===== src/rtl/rstcause_pkg.sv =====
package rstcause_pkg;
    localparam int CAUSE_W = 6;

    // Bit positions of the cause field
    localparam int C_EXT = 0;
    localparam int C_POR = 1;
    localparam int C_BOR = 2;
    localparam int C_WDT = 3;
    localparam int C_SWR = 4;
    localparam int C_PGL = 5;

    typedef enum logic [0:0] {
        ST_IDLE = 1'b0,
        ST_RESP = 1'b1
    } port_state_t;
endpackage


===== src/rtl/rstcause_capture.sv =====
module rstcause_capture
    import rstcause_pkg::*;
#(
    parameter int CW = CAUSE_W
) (
    input  logic          clk,
    input  logic          por_n,
    input  logic [CW-1:0] evt,
    input  logic          wr_en,
    input  logic [CW-1:0] wr_val,
    output logic [CW-1:0] cause
);
    logic [CW-1:0] cause_q;
    logic [CW-1:0] base;
    logic [CW-1:0] nxt;

    // A write replaces the held value before the events merge in.
    assign base = wr_en ? wr_val : cause_q;

    // An external event discards the base; events always set their own bit.
    for (genvar i = 0; i < CW; i++) begin : g_merge
        assign nxt[i] = evt[i] | (~evt[C_EXT] & base[i]);
    end

    always_ff @(posedge clk or negedge por_n) begin
        if (!por_n) cause_q <= '0;
        else        cause_q <= nxt;
    end

    assign cause = cause_q;

    // an external event leaves bit 0 plus exactly the co-pulsed bits
    assert_ext_replaces_R3: assert property (@(posedge clk) disable iff (!por_n)
        evt[C_EXT] |=> (cause == $past(evt)));

    // without an external event or a write, no recorded bit is lost
    assert_accumulate_R4: assert property (@(posedge clk) disable iff (!por_n)
        (!evt[C_EXT] && !wr_en) |=> ((cause & $past(cause)) == $past(cause)));

    // a pulsed bit is set after the edge, whatever was written
    assert_event_wins_R7: assert property (@(posedge clk) disable iff (!por_n)
        (|evt) |=> ((cause & $past(evt)) == $past(evt)));

    // a write with no event loads the written value
    assert_write_loads_R5: assert property (@(posedge clk) disable iff (!por_n)
        (wr_en && evt == '0) |=> (cause == $past(wr_val)));
endmodule


===== src/rtl/rstcause_port.sv =====
module rstcause_port
    import rstcause_pkg::*;
#(
    parameter int                DW       = 32,
    parameter int                AW       = 6,
    parameter int                CW       = CAUSE_W,
    parameter logic [AW-1:0]     REG_WORD = AW'(23)
) (
    input  logic          clk,
    input  logic          por_n,
    input  logic [AW-1:0] addr,
    input  logic          wr,
    input  logic [DW-1:0] wdata,
    input  logic          rd,
    input  logic [CW-1:0] cause,
    output logic          wr_en,
    output logic [CW-1:0] wr_val,
    output logic [DW-1:0] rdata,
    output logic          rvalid
);
    localparam int RSV_W = DW - CW;

    port_state_t   state_q, state_d;
    logic          hit;
    logic          rd_hit;
    logic [DW-1:0] rdata_q;

    assign hit    = (addr == REG_WORD);
    assign rd_hit = rd & hit;
    assign wr_en  = wr & hit;
    assign wr_val = wdata[CW-1:0];   // reserved write bits dropped here

    always_comb begin
        state_d = state_q;
        unique case (state_q)
            ST_IDLE: state_d = rd_hit ? ST_RESP : ST_IDLE;   // IDLE_TO_RESP / IDLE_HOLD
            ST_RESP: state_d = rd_hit ? ST_RESP : ST_IDLE;   // RESP_HOLD / RESP_TO_IDLE
            default: state_d = ST_IDLE;
        endcase
    end

    always_ff @(posedge clk or negedge por_n) begin
        if (!por_n) begin
            state_q <= ST_IDLE;
            rdata_q <= '0;
        end else begin
            state_q <= state_d;
            if (rd_hit) rdata_q <= {{RSV_W{1'b0}}, cause};
        end
    end

    always_comb begin
        rvalid = (state_q == ST_RESP);
        rdata  = rdata_q;
    end

    // a response follows a hitting read strobe, and nothing else
    assert_resp_follows_R9: assert property (@(posedge clk) disable iff (!por_n)
        rd_hit |=> rvalid);
    assert_no_stray_resp_R1: assert property (@(posedge clk) disable iff (!por_n)
        !rd_hit |=> !rvalid);
    // reserved bits always return zero
    assert_rsvd_zero_R6: assert property (@(posedge clk) disable iff (!por_n)
        rvalid |-> (rdata[DW-1:CW] == '0));
endmodule


===== src/rtl/rstcause_reg.sv =====
module rstcause_reg
    import rstcause_pkg::*;
#(
    parameter int            DATA_W   = 32,
    parameter int            ADDR_W   = 6,
    parameter logic [ADDR_W-1:0] REG_WORD = ADDR_W'(23)
) (
    input  logic               clk,
    input  logic               por_n,
    input  logic [CAUSE_W-1:0] cause_pulse,
    input  logic [ADDR_W-1:0]  bus_addr,
    input  logic               bus_wr,
    input  logic [DATA_W-1:0]  bus_wdata,
    input  logic               bus_rd,
    output logic [DATA_W-1:0]  bus_rdata,
    output logic               bus_rvalid
);
    logic               wr_en;
    logic [CAUSE_W-1:0] wr_val;
    logic [CAUSE_W-1:0] cause;

    rstcause_capture #(.CW(CAUSE_W)) u_capture (
        .clk    (clk),
        .por_n  (por_n),
        .evt    (cause_pulse),
        .wr_en  (wr_en),
        .wr_val (wr_val),
        .cause  (cause)
    );

    rstcause_port #(
        .DW       (DATA_W),
        .AW       (ADDR_W),
        .CW       (CAUSE_W),
        .REG_WORD (REG_WORD)
    ) u_port (
        .clk    (clk),
        .por_n  (por_n),
        .addr   (bus_addr),
        .wr     (bus_wr),
        .wdata  (bus_wdata),
        .rd     (bus_rd),
        .cause  (cause),
        .wr_en  (wr_en),
        .wr_val (wr_val),
        .rdata  (bus_rdata),
        .rvalid (bus_rvalid)
    );

    // no response while the initialiser holds the block
    always_comb begin
        if (!por_n) assert_idle_in_init_R10: assert (!bus_rvalid);
    end
endmodule


===== config.mk =====
export PLATFORM = sky130hd
export DESIGN_NAME = rstcause_reg
export DESIGN_NICKNAME = d
export VERILOG_FILES = /design/src/rtl/rstcause_pkg.sv /design/src/rtl/rstcause_capture.sv /design/src/rtl/rstcause_port.sv /design/src/rtl/rstcause_reg.sv
export SDC_FILE = /design/constraint.sdc
export NUM_CORES = 1
export LEC_CHECK = 0
export ABC_AREA = 1
export BUFFER_PORTS_ARGS = -buffer_cell sky130_fd_sc_hd__buf_4
export CAP_MARGIN = 20
export CORE_ASPECT_RATIO = 0.5
export CORE_MARGIN = 5
export CORE_UTILIZATION = 33
export DETAILED_ROUTE_END_ITERATION = 7
export HOLD_SLACK_MARGIN = 0.15
export PLACE_DENSITY = 0.72
export SYNTH_ARGS = -nofsm -noshare
export SYNTH_HDL_FRONTEND = slang
export SYNTH_SLANG_ARGS = --single-unit
export TNS_END_PERCENT = 30

===== constraint.sdc =====
create_clock -name clk -period 0.8 [get_ports clk]
set_input_delay 0.04 -clock clk [delete_from_list [all_inputs] [get_ports clk]]
set_output_delay 0.04 -clock clk [all_outputs]
set_load 0.05 [all_outputs]

==> run_results.csv <==
group,metric,value,unit
setup_path,worstRegToRegCells,3,
die,die-area,3810,sq um
global_routing,track_usage,8.65,%
global_routing,grt_pass1_vias,600,
clocking,clockBufferDepth,2,
routing,vias_per_cell,3.73,
timing,setup_tns,-148,ps
global_routing,antenna_found_initial,0,
setup_path,path_cells,"buf_6",
global_routing,grt_max_degree,14,
synth,syn_area_per_cell,8.08,sq um
global_routing,met1_usage,10.0,%
synth,async_flop_share,100,%
hold_path,hold-path-endpoint,"u_capture.cause[0]$_DFF_PN0_",
placed_design,gp_congestion,0.748,
pwr,combPwrFrac,38.6,%
placed_design,post-dp-hpwl,1290,microns
setup_path,reg2reg_slack,40,ps
pwr,p_int,1.33,mW
setup_path,crit_type,"flop to output port",
synth,ys_top_cells_by_area,"dfrtp_1 38%, buf_4 23%, nand2_1 10%, inv_1 8.2%, nor2_8 4.6%",
clocking,cts.clk_slew.worst_paths,50,ps
finish,drive_above_1_share,28.1,%
status,failed_checks,"negative setup slack",
finish,area_growth,35.0,%
setup_path,cp_top_family,"flip-flops",
synth,synthCells,107,
finish,fillers,246,
clocking,cts_buffers,3,
hold_path,whs_path_depth,3,
pwr,leakage,0.700,nW
setup_path,end_kind,"output port",
clocking,clockRootBuffer,"clkbuf_8",
synth,synth_area,865,sq um
timing,slew_violations,0,
finish,fin_cells,183,
setup_path,r2r-end,"u_port.rdata[4]$_DFFE_PN0P_",
setup_path,crit_arrival,800,ps
die,initial_utilization,33.9,%
synth,yosys.cell_count.top_type,"buf_4",
pwr,power_frac_seq,35.4,%
placed_design,port_buffers,28,
setup_path,critPathMaxStageDelay,400,ps
routing,num_vias,682,
synth,synth_area_leader_cell,"dfrtp_1",
routing,wl_per_cell,8.76,microns
timing,setup_ws,-36.0,ps
finish,nets,195,
timing,setup_viol,6,
synth,ys_warn_count,0,
setup_path,cp.required,760,ps
clocking,clock_latency,240,ps
timing,fmax,1.20,GHz
setup_path,crit_path_start_kind,"flop",
setup_path,crit_slowest_cell,"dfrtp_2",
routing,drt_iter0_drc,21,
synth,seq_area_frac_synth,37.6,%
clocking,cts_tree,"done",
timing,grt_setup_unrepaired,"true",
hold_path,min_from,"cause_pulse[0]",
routing,routed_wirelength,1600,microns
timing,fin_crit,836,ps
clocking,ctsHoldBuffers,6,
pwr,switching_share,39.3,%
global_routing,grt.busiest_layer,"met2",
setup_path,cp_max_fo,2,
routing,ant_nets,0,
global_routing,grtUsageMet2,15.6,%
finish,diodes,0,
pwr,peakVddDrop,0.556,mV
synth,yosys-top-cells-count,"26 x buf_4, 23 x nand2_1, 19 x inv_1",
synth,yosysTopAreaCellShare,37.6,%
clocking,clock-sinks,13,
global_routing,gr-total-overflow,0,
hold_path,hp-class,"input pin to flop",
pwr,cellPowerDensity,1870,nW/um^2
synth,synth.distinct_cells,14,
timing,timing_hold_violations_final,0,
synth,synth_ff_type,"dfrtp_1",
synth,synth_edf_count,0,
global_routing,grt_pass1_wl,2460,microns
placed_design,place_inst,171,
die,core_area,2550,sq um
global_routing,grt_use_met3,1.17,%
timing,finalCritPeriodShare,104,%
synth,ys_ff_latch,13,
timing,skew,4.30,ps
timing,holdWs,81.2,ps
job,maxCapViolations,0,
clocking,cts_max_level,1,
die,die_w,82.4,microns
status,status,"complete, but fails checks",
setup_path,r2r-start,"u_port.rdata[4]$_DFFE_PN0P_",
die,num_io_pins,81,
die,std_cell_rows,13,
placed_design,pre_cts_ws,-135,ps
pwr,clkPwrFrac,26.0,%
setup_path,critPathBufInv,1,
pwr,netSwitchingPower,0.859,mW
routing,dr.pass1.iters,4,
die,die_h,46.2,microns
routing,drc_errors,0,
## per-stage QoR
step | power [mW] | util [%] | area, sq um
2_1_floorplan | 1.43 | - | 960
3_3_place_gp | 1.53 | 40.0 | 1020
3_5_place_dp | 1.54 | 40.0 | 1020
4_1_cts | 2.19 | 45.4 | 1160
5_1_grt | 2.29 | 45.7 | 1170
6_report | 2.19 | 45.7 | 1170
## layer usage
layer | up-vias | wire length [microns]
met5 | - | 0
met4 | 0 | 17
met3 | 2 | 100
met2 | 28 | 836
met1 | 297 | 648
li1 | 355 | -
## worst max-delay path by stage
| stage | start | end | slack, ps | cells past startpoint |
|---|---|---|---|---|
| final | u_port.rdata[0]$_DFFE_PN0P_ | bus_rdata[0] | -40 | 1 |
| after global routing | u_port.rdata[0]$_DFFE_PN0P_ | bus_rdata[0] | -60 | 1 |
| after CTS | u_port.rdata[0]$_DFFE_PN0P_ | bus_rdata[0] | -40 | 1 |
| after detailed placement | bus_addr[3] | u_port.rdata[0]$_DFFE_PN0P_ | -140 | 7 |
| after global placement | bus_addr[3] | u_port.rdata[0]$_DFFE_PN0P_ | -70 | 7 |
| after floorplan | u_port.rdata[1]$_DFFE_PN0P_ | u_port.rdata[1]$_DFFE_PN0P_ | -50 | 2 |
## layout make-up
cell class | instances | area [sq um] | area share (%)
Multi-Input combinational cell | 74 | 367 | 31.4
Sequential cell | 13 | 327 | 28.0
Timing Repair Buffer | 36 | 312 | 26.7
Tap cell | 37 | 46.3 | 3.97
Inverter | 19 | 71.3 | 6.11
Clock buffer | 4 | 45.0 | 3.86
## sequential cells by signal, indices dropped and copies added (netlist names)
name / count
u_capture.cause: 6
u_port.rdata: 6
u_port.rvalid: 1
## power by group through the flow
stage	sequential, mW	clock [mW]	combinational, mW
6_report	0.774	0.569	0.843
5_1_grt	0.783	0.612	0.894
2_1_floorplan	0.952	0	0.478
4_1_cts	0.775	0.582	0.831
3_5_place_dp	0.777	0	0.762
3_3_place_gp	0.777	0	0.756
## layout by cell type (no fill, tap or decap), types with 2 or more instances in the layout
cell type	count
dfrtp_1	12
clkbuf_8	3
inv_1	19
dlygate4sd3_1	6
conb_1	26
nand4_1	6
buf_6	7
o21ai_1	5
nand2_1	23
nand2_2	2
buf_4	23
nand3_1	6
nor2_8	2
## repair_timing
action                                 in CTS  in global routing
resized for setup                           7                  0
setup endpoints to repair                   7                  7
endpoints found under the hold margin      19                  2
setup buffers                               1                  1
## cells by family (layout without fill, tap and decap cells)
group	Yosys count	in the layout	synth area share (%)
buffers and inverters	45	59	30.8
AND/OR/NAND/NOR	42	42	27.6
flip-flops	13	13	37.6
AO/OA/AOI/OAI	6	6	3.47
other	1	26	0.434
No activity file was read; power rests on OpenSTA's default activity.
